File: config.mk
export PLATFORM = sky130hd
export DESIGN_NAME = vec_irq_ctrl
export DESIGN_NICKNAME = d
export VERILOG_FILES = /design/src/rtl/vic_pkg.sv /design/src/rtl/vic_pending.sv /design/src/rtl/vic_ctrl.sv /design/src/rtl/vic_select.sv /design/src/rtl/vec_irq_ctrl.sv
export SDC_FILE = /design/constraint.sdc
export NUM_CORES = 1
export LEC_CHECK = 0
export BUFFER_PORTS_ARGS = -buffer_cell sky130_fd_sc_hd__buf_2
export CAP_MARGIN = 5
export CORE_ASPECT_RATIO = 1.2
export CORE_MARGIN = 2
export CORE_UTILIZATION = 50
export DETAILED_ROUTE_END_ITERATION = 6
export GPL_ROUTABILITY_DRIVEN = 0
export PLACE_DENSITY = 0.77
export SETUP_SLACK_MARGIN = 0.1
export SKIP_CTS_REPAIR_TIMING = 1
export SKIP_LAST_GASP = 1
export SLEW_MARGIN = 20
export SYNTH_ARGS = -nofsm -noshare
export SYNTH_HDL_FRONTEND = slang
export SYNTH_HIERARCHICAL = 1
export SYNTH_SLANG_ARGS = --single-unit
File: constraint.sdc
create_clock -name clk -period 3.65 [get_ports clk]
set_clock_uncertainty 0.2 [all_clocks]
set_input_delay 0.1825 -clock clk [delete_from_list [all_inputs] [get_ports clk]]
set_output_delay 0.1825 -clock clk [all_outputs]
set_load 0.05 [all_outputs]
File: src/rtl/vic_pkg.sv
package vic_pkg;

    typedef enum logic [2:0] {
        VC_NOP       = 3'd0,
        VC_PEND_LOAD = 3'd1,
        VC_PEND_W1C  = 3'd2,
        VC_GIE_SET   = 3'd3,
        VC_GIE_CLR   = 3'd4,
        VC_MASK_LOAD = 3'd5
    } vic_cmd_e;

    typedef enum logic [1:0] {
        VR_PEND = 2'd0,
        VR_MASK = 2'd1,
        VR_GIE  = 2'd2,
        VR_NONE = 2'd3
    } vic_rsel_e;

    // four words are reserved per level
    localparam int unsigned WORDS_PER_LEVEL_LOG2 = 2;

endpackage

File: src/rtl/vic_pending.sv
module vic_pending
    import vic_pkg::*;
#(
    parameter int NUM_SRC = 15,
    localparam int PEND_W = NUM_SRC + 1,
    localparam int LVL_W  = $clog2(PEND_W)
) (
    input  logic              clk,
    input  logic              rst,
    input  logic [NUM_SRC-1:0] src_i,
    input  vic_cmd_e          cmd_i,
    input  logic [PEND_W-1:0] wdata_i,
    input  logic              ack_clr_i,
    input  logic [LVL_W-1:0]  ack_lvl_i,
    output logic [PEND_W-1:0] pend_o
);

    logic [PEND_W-1:0] pend_q;
    logic [PEND_W-1:0] pend_nxt;

    always_comb begin
        pend_nxt = pend_q;
        case (cmd_i)
            VC_PEND_LOAD: pend_nxt = wdata_i;
            VC_PEND_W1C:  pend_nxt = pend_q & ~wdata_i;
            default:      ;
        endcase
        if (ack_clr_i) begin
            pend_nxt[ack_lvl_i] = 1'b0;
        end
        // hardware requests are applied last so they win any collision
        pend_nxt    = pend_nxt | {src_i, 1'b0};
        pend_nxt[0] = 1'b0;
    end

    always_ff @(posedge clk) begin
        if (rst) begin
            pend_q <= '0;
        end else begin
            pend_q <= pend_nxt;
        end
    end

    assign pend_o = pend_q;

    a_r2_src_sets: assert property (@(posedge clk) disable iff (rst)
        (|src_i) |=> ((pend_q[NUM_SRC:1] & $past(src_i)) == $past(src_i)));

    a_r4_w1c_keeps: assert property (@(posedge clk) disable iff (rst)
        (cmd_i == VC_PEND_W1C && !ack_clr_i)
        |=> ((($past(pend_q) & ~$past(wdata_i)) & ~pend_q) == '0));

endmodule

File: src/rtl/vic_ctrl.sv
module vic_ctrl
    import vic_pkg::*;
#(
    parameter int PEND_W = 16
) (
    input  logic              clk,
    input  logic              rst,
    input  vic_cmd_e          cmd_i,
    input  logic [PEND_W-1:0] wdata_i,
    input  logic              ack_clr_i,
    output logic [PEND_W-1:0] mask_o,
    output logic              gie_o
);

    logic [PEND_W-1:0] mask_q;
    logic              gie_q;

    always_ff @(posedge clk) begin
        if (rst) begin
            mask_q <= '0;
            gie_q  <= 1'b0;
        end else begin
            if (cmd_i == VC_MASK_LOAD) begin
                mask_q <= wdata_i;
            end
            if (ack_clr_i) begin
                gie_q <= 1'b0;
            end else if (cmd_i == VC_GIE_SET) begin
                gie_q <= 1'b1;
            end else if (cmd_i == VC_GIE_CLR) begin
                gie_q <= 1'b0;
            end
        end
    end

    assign mask_o = mask_q;
    assign gie_o  = gie_q;

endmodule

File: src/rtl/vic_select.sv
module vic_select #(
    parameter int PEND_W = 16,
    localparam int LVL_W = $clog2(PEND_W)
) (
    input  logic [PEND_W-1:0] pend_i,
    input  logic [PEND_W-1:0] mask_i,
    input  logic              gie_i,
    output logic [PEND_W-1:0] elig_o,
    output logic              hit_o,
    output logic [LVL_W-1:0]  lvl_o
);

    genvar g;
    generate
        for (g = 0; g < PEND_W; g++) begin : g_elig
            assign elig_o[g] = pend_i[g] & mask_i[g] & gie_i;
        end
    endgenerate

    // ascending scan: the last (highest) eligible index wins
    always_comb begin
        lvl_o = '0;
        for (int i = 0; i < PEND_W; i++) begin
            if (elig_o[i]) begin
                lvl_o = LVL_W'(i);
            end
        end
    end

    assign hit_o = |elig_o;

endmodule

File: src/rtl/vec_irq_ctrl.sv
module vec_irq_ctrl
    import vic_pkg::*;
#(
    parameter int              NUM_SRC  = 15,
    parameter int              VEC_W    = 16,
    parameter logic [VEC_W-1:0] VEC_BASE = 16'h0040,
    localparam int PEND_W = NUM_SRC + 1,
    localparam int LVL_W  = $clog2(PEND_W)
) (
    input  logic               clk,
    input  logic               rst,
    input  logic [NUM_SRC-1:0] src_i,
    input  logic [2:0]         cmd_i,
    input  logic [PEND_W-1:0]  wdata_i,
    input  logic [1:0]         rsel_i,
    output logic [PEND_W-1:0]  rdata_o,
    output logic               irq_o,
    output logic [LVL_W-1:0]   level_o,
    output logic [VEC_W-1:0]   vec_o,
    input  logic               ack_i
);

    vic_cmd_e          cmd;
    vic_rsel_e         rsel;
    logic [PEND_W-1:0] pend;
    logic [PEND_W-1:0] mask;
    logic [PEND_W-1:0] elig;
    logic              gie;
    logic              hit;
    logic [LVL_W-1:0]  lvl;
    logic              ack_fire;

    assign cmd      = vic_cmd_e'(cmd_i);
    assign rsel     = vic_rsel_e'(rsel_i);
    assign ack_fire = ack_i & hit;

    vic_pending #(.NUM_SRC(NUM_SRC)) u_pend (
        .clk       (clk),
        .rst       (rst),
        .src_i     (src_i),
        .cmd_i     (cmd),
        .wdata_i   (wdata_i),
        .ack_clr_i (ack_fire),
        .ack_lvl_i (lvl),
        .pend_o    (pend)
    );

    vic_ctrl #(.PEND_W(PEND_W)) u_ctrl (
        .clk       (clk),
        .rst       (rst),
        .cmd_i     (cmd),
        .wdata_i   (wdata_i),
        .ack_clr_i (ack_fire),
        .mask_o    (mask),
        .gie_o     (gie)
    );

    vic_select #(.PEND_W(PEND_W)) u_sel (
        .pend_i (pend),
        .mask_i (mask),
        .gie_i  (gie),
        .elig_o (elig),
        .hit_o  (hit),
        .lvl_o  (lvl)
    );

    always_comb begin
        case (rsel)
            VR_PEND: rdata_o = pend;
            VR_MASK: rdata_o = mask;
            VR_GIE:  rdata_o = {{(PEND_W-1){1'b0}}, gie};
            default: rdata_o = '0;
        endcase
    end

    assign irq_o   = hit;
    assign level_o = lvl;
    assign vec_o   = VEC_BASE + (VEC_W'(lvl) << WORDS_PER_LEVEL_LOG2);

    a_r7_highest: assert property (@(posedge clk) disable iff (rst)
        irq_o |-> ((elig >> level_o) == PEND_W'(1)));

    a_r7_needs_gie: assert property (@(posedge clk) disable iff (rst)
        irq_o |-> (gie && ((pend & mask) != '0)));

    a_r9_ack_drops_gie: assert property (@(posedge clk) disable iff (rst)
        (ack_i && irq_o) |=> !gie);

endmodule

======== Word level (Yosys, flattened, before mapping) ========
Index checks and enable logic that the tools add are counted.
word-level totals
  ROM bits ................................ 0
  output and inout port bits .............. 37
  bits in writable memories ............... 0
  bits in registers ....................... 33
  input bits .............................. 39
  memories ................................ 0
  latch bits .............................. 0
  word-level logic and storage cells ...... 79
operators by class
  reductions and logical operators ........ 5
  divide/modulo/power cells ............... 0
  add/subtract/negate cells ............... 1
  magnitude comparators ................... 2
  shifts and indexed selects .............. 0
  bitwise logic cells ..................... 38
  $mul .................................... 0
  mux-type cells .......................... 22
  eq/ne operators ......................... 7
operator list
  cell                   number
  $pmux W16 S3           1
  $and A1 B1 Y1          33
  $and A16 B16 Y16       2
  $mux W4                8
  $not A16 Y16           2
  $pmux W16 S2           1
  $mux W16               1
  $or A16 B16 Y16        1
  $reduce_or A16 Y1      1
  $mux W3                4
  $add A7 B6 Y8 const A  1
  $eq A3 B2 Y1 const B   2
  $eq A3 B3 Y1 const B   2
  $lt A4 B5 Y1 const B   1
  $demux W1 S4           1
  $ge A4 B1 Y1 const B   1
  $mux W1                4
  $mux W2                2
  $eq A3 B1 Y1 const B   1
  $eq A2 B1 Y1 const B   1
  $eq A2 B2 Y1 const B   1
  $logic_not A2 Y1       1
  $reduce_bool A2 Y1     1
  $reduce_or A2 Y1       1
  $logic_and A1 B1 Y1    1

======== Logic depth before layout (Yosys ltp) ========
  depth after elaboration ................. 25
  depth in mapped cells ................... 8
  mapped depth without buffers ............ 8

======== Cells and area by module ========
The synthesis kept the hierarchy.
by module, submodules not included
  module        seq. area each (µm²)  cells an instance  area each (µm²)  times used
  vic_pending   300.3                 140                1192.4           1
  vic_ctrl      340.3                 77                 673.1            1
  vec_irq_ctrl  0.0                   56                 404.1            1
  vic_select    0.0                   61                 360.3            1

======== Least setup slack after synthesis ========
Ideal clock, no wire load.
  path kind ............................... register -> register
  start point ............................. register u_pend.pend_q[10] (netlist: u_pend/pend_o[10])
  end point ............................... register u_pend.pend_q[2] (netlist: u_pend/pend_o[2])
  path buffers ............................ 0
  period minus slack after synthesis ...... 2.589 ns
  arrival time ............................ 2.237 ns
  setup slack ............................. 1.061 ns
  library setup time ...................... 0.152 ns
  required time ........................... 3.298 ns
  cell stages (with the launch flop) ...... 9
  cell sequence ........................... dfxtp_1 > a22o_1 > nand2_2 > and3_1 > nand4_1 > and2_1 > or3b_2 > o221ai_1 > a221oi_2
on the way
  elaborated cells between the ends (all ways) .. 19
  those cells by class .................... 2 x order compare; 9 x mux; 6 x bitwise; 2 x reduce/logical
RTL lines
  item                        RTL line            source
  from (decl)                 vic_pending.sv:18   logic [PEND_W-1:0] pend_q;
  from (signal assigned)      vic_pending.sv:40   pend_q <= pend_nxt;
  $and A1 B1 Y1 (2 in a row)  vic_select.sv:16    assign elig_o[g] = pend_i[g] & mask_i[g] & gie_i;
  $reduce_or A16 Y1           vic_select.sv:30    assign hit_o = |elig_o;
  via irq_o                   vec_irq_ctrl.sv:17  output logic irq_o,
  $and A1 B1 Y1               vec_irq_ctrl.sv:35  assign ack_fire = ack_i & hit;
  via ack_fire                vec_irq_ctrl.sv:31  logic ack_fire;
  $mux W16                    vic_pending.sv:28   if (ack_clr_i) begin
  $or A16 B16 Y16             vic_pending.sv:32   pend_nxt = pend_nxt | {src_i, 1'b0};
The timed path passes the listed nets, and every way through them passes these cells.
A chain may end at the register's enable or synchronous reset.

======== Worst setup path in the final report ========
  start point ............................. register u_ctrl.gie_q (netlist: u_ctrl/gie_o)
  end point ............................... register u_pend.pend_q[2] (netlist: u_pend/pend_o[2])
on the way
  elaborated cells between the ends (all ways) .. 42
  those cells by class .................... 2 x order compare; 18 x mux; 20 x bitwise; 2 x reduce/logical
RTL lines
  item                    RTL line            source
  from (decl)             vic_ctrl.sv:16      logic gie_q;
  from (signal assigned)  vic_ctrl.sv:21      gie_q <= 1'b0;
  from (signal assigned)  vic_ctrl.sv:27      gie_q <= 1'b0;
  from (signal assigned)  vic_ctrl.sv:29      gie_q <= 1'b1;
  $and A1 B1 Y1           vic_select.sv:16
  $reduce_or A16 Y1 *     vic_select.sv:30
  $and A1 B1 Y1 *         vec_irq_ctrl.sv:35
  via ack_fire            vec_irq_ctrl.sv:31
  $mux W16 *              vic_pending.sv:28
  $or A16 B16 Y16 *       vic_pending.sv:32
The timed path passes the listed nets; every way through them passes the cells marked *.

==> impl_metrics.py <==
metrics = {
    "cells_and_area": {
        "drive_gt1_share_pct": 24.43,
        "final_cell_mix": "63 x buf_2, 46 x nand2_1, 32 x inv_1, 32 x dfxtp_1, 30 x dlygate4sd3_1",
        "area_growth_pct": 20.90,
        "final.fill_count": 421,
        "antenna_cells": 0,
        "layout.nets": 435,
        "utilization_pct": 62.56,
        "final_common_cell": "buf_2",
        "instances_no_fill": 457,
        "stdcell_area_um2": 3090,
    },
    "timing": {
        "worst_pin_slew_ns": 0.8645,
        "post-route-period-util_pct": 70.28,
        "rsz0062_at_grt": "false",
        "period_minus_slack_ns": 2.565,
        "whs_ns": -0.003596,
        "drv_slew": 0,
        "timing.fmax_ghz": 0.3899,
        "setup_viol": 0,
        "tns_ns": 0,
        "maxSlewHeadroom_pct": 42.37,
        "hold_viol_final": 1,
    },
    "detailed_routing": {
        "vias_per_cell": 5.770,
        "wl_per_cell_um": 15.80,
        "first_pass_iters": 5,
        "totalWireLength_um": 7220,
        "drc": 0,
        "routed-via-count": 2637,
        "drtIter0Drc": 242,
        "detail-route-antenna-nets": 0,
    },
    "setup_path": {
        "r2r_cells": 7,
        "worst_setup_path_start_kind": "flip-flop",
        "worst_setup_path_end_kind": "flip-flop",
        "r2r_slack_ns": 1.08,
        "r2r_end": "u_pend/pend_o[2]",
        "rr_startpoint": "u_ctrl/gie_o",
        "critical_path_required_ns": 3.58,
        "crit_arrival_ns": 2.49,
        "cp_max_fo": 19,
        "crit_type": "flip-flop to flip-flop",
    },
    "die": {
        "dieArea_um2": 5703,
        "die_y_um": 82.33,
        "start_util_pct": 51.75,
        "pin_count": 76,
        "core_area_um2": 4940,
        "fp.dieW_um": 69.27,
        "std_cell_rows": 28,
    },
    "clock_network": {
        "clk_latency_ns": 0.29,
        "h-tree-depth": 2,
        "path_clk_slew_ns": 0.07,
        "clock_sinks": 32,
        "cts_made_buffers": 5,
        "cts_tree": "yes",
        "root_buffer": "clkbuf_8",
        "clockBufferDepth": 2,
    },
    "grt": {
        "grt_overflow": 0,
        "grt_util_all_layers_pct": 23.88,
        "grt_pass1_wl_um": 10730,
        "grt_pass1_vias": 2208,
        "antenna_found_initial": 0,
        "grt_max_degree": 34,
    },
    "placed_design": {
        "port_buffers": 63,
        "dp_cells": 419,
        "dp_hpwl_um": 4941,
        "place_area_um2": 2700,
    },
    "status": {
        "status": "finished, violations left",
        "violations": "hold timing",
    },
    "pwr": {
        "comb_power_share_pct": 27.8,
        "p_leak_nw": 1.396,
        "switching_share_pct": 34.71,
        "p_seq_share_pct": 41.8,
        "switching_power_w": 0.0003317,
        "power_density_nw_per_um2": 309.2,
        "power_frac_clock_pct": 30.4,
        "ir_worst_vdd_v": 0.0002157,
        "internal_power_w": 0.0006238,
    },
    "min_path": {
        "hp-class": "input pin to flip-flop",
        "hold_path_depth": 3,
        "hp-start": "wdata_i[7]",
        "holdPathEnd": "u_ctrl/mask_o[7]",
    },
    "logic_synthesis": {
        "yosysWarnings": 6,
        "syn_avg_cell_area_um2": 7.939,
        "syn_inst": 322,
        "syn_area_um2": 2556,
    },
    "job": {
        "maxCapViolCount": 0,
    },
}
[registers in the layout, indices dropped and copies added, names as in the netlist]
| signal | count |
|---|---|
| u_pend/pend_o | 15 |
| u_ctrl/mask_o | 16 |
| u_ctrl/gie_o | 1 |
[worst max-delay path, stage by stage, from the launching register on]
cell	delay, ns
dfxtp_1	0.64
o21ai_1	0.18
and3_1	0.20
nand4_1	0.11
and2_1	0.25
or3b_2	0.52
o221ai_1	0.23
a221oi_2	0.08
[routing by layer]
metal  share of wire, %  track usage [%]  up-vias
li1                   -                -     1265
met1                 41            29.64     1225
met2                 49            42.69      131
met3                7.5            3.641       16
met4                2.5            8.039        0
met5                  0                0        -
[stage by stage]
step | total power [W] | setup slack (ns)
after floorplan | 0.0005986 | 1.075
after global routing | 0.0009900 | 0.9186
final | 0.0009555 | 1.085
after global placement | 0.0006395 | 1.242
after detailed placement | 0.0006437 | 1.132
after CTS | 0.0009295 | 1.129
[final cells by class]
cell class                 count  area, um2  area share (%)
clock buffer                   8      90.09           2.915
inverter                      32      120.1           3.887
multi-input combinational    232       1549           50.12
sequential                    32      640.6           20.73
tap                           60      75.07           2.429
timing repair buffer          93      615.6           19.92
[power by group through the flow]
stage          Sequential [W]  Clock, W  Combinational (W)
6_report             0.000399  0.000290           0.000266
3_3_place_gp         0.000404         0           0.000235
4_1_cts              0.000398  0.000293           0.000238
3_5_place_dp         0.000406         0           0.000238
5_1_grt              0.000402  0.000303           0.000285
2_1_floorplan        0.000396         0           0.000202
[worst max path at each step]
stage	slack, ns	to	depth (start not counted)	from
6_report	1.08	u_pend/pend_o[2]	7	u_ctrl/gie_o
5_1_grt	0.92	u_pend/pend_o[3]	7	u_ctrl/gie_o
4_1_cts	1.13	u_pend/pend_o[2]	7	u_ctrl/gie_o
3_5_place_dp	1.13	u_pend/pend_o[2]	7	u_ctrl/gie_o
3_3_place_gp	1.24	u_pend/pend_o[2]	7	u_ctrl/gie_o
2_1_floorplan	1.08	u_pend/pend_o[2]	8	u_pend/pend_o[12]
Note: power is estimated with default switching activity, not from simulation.
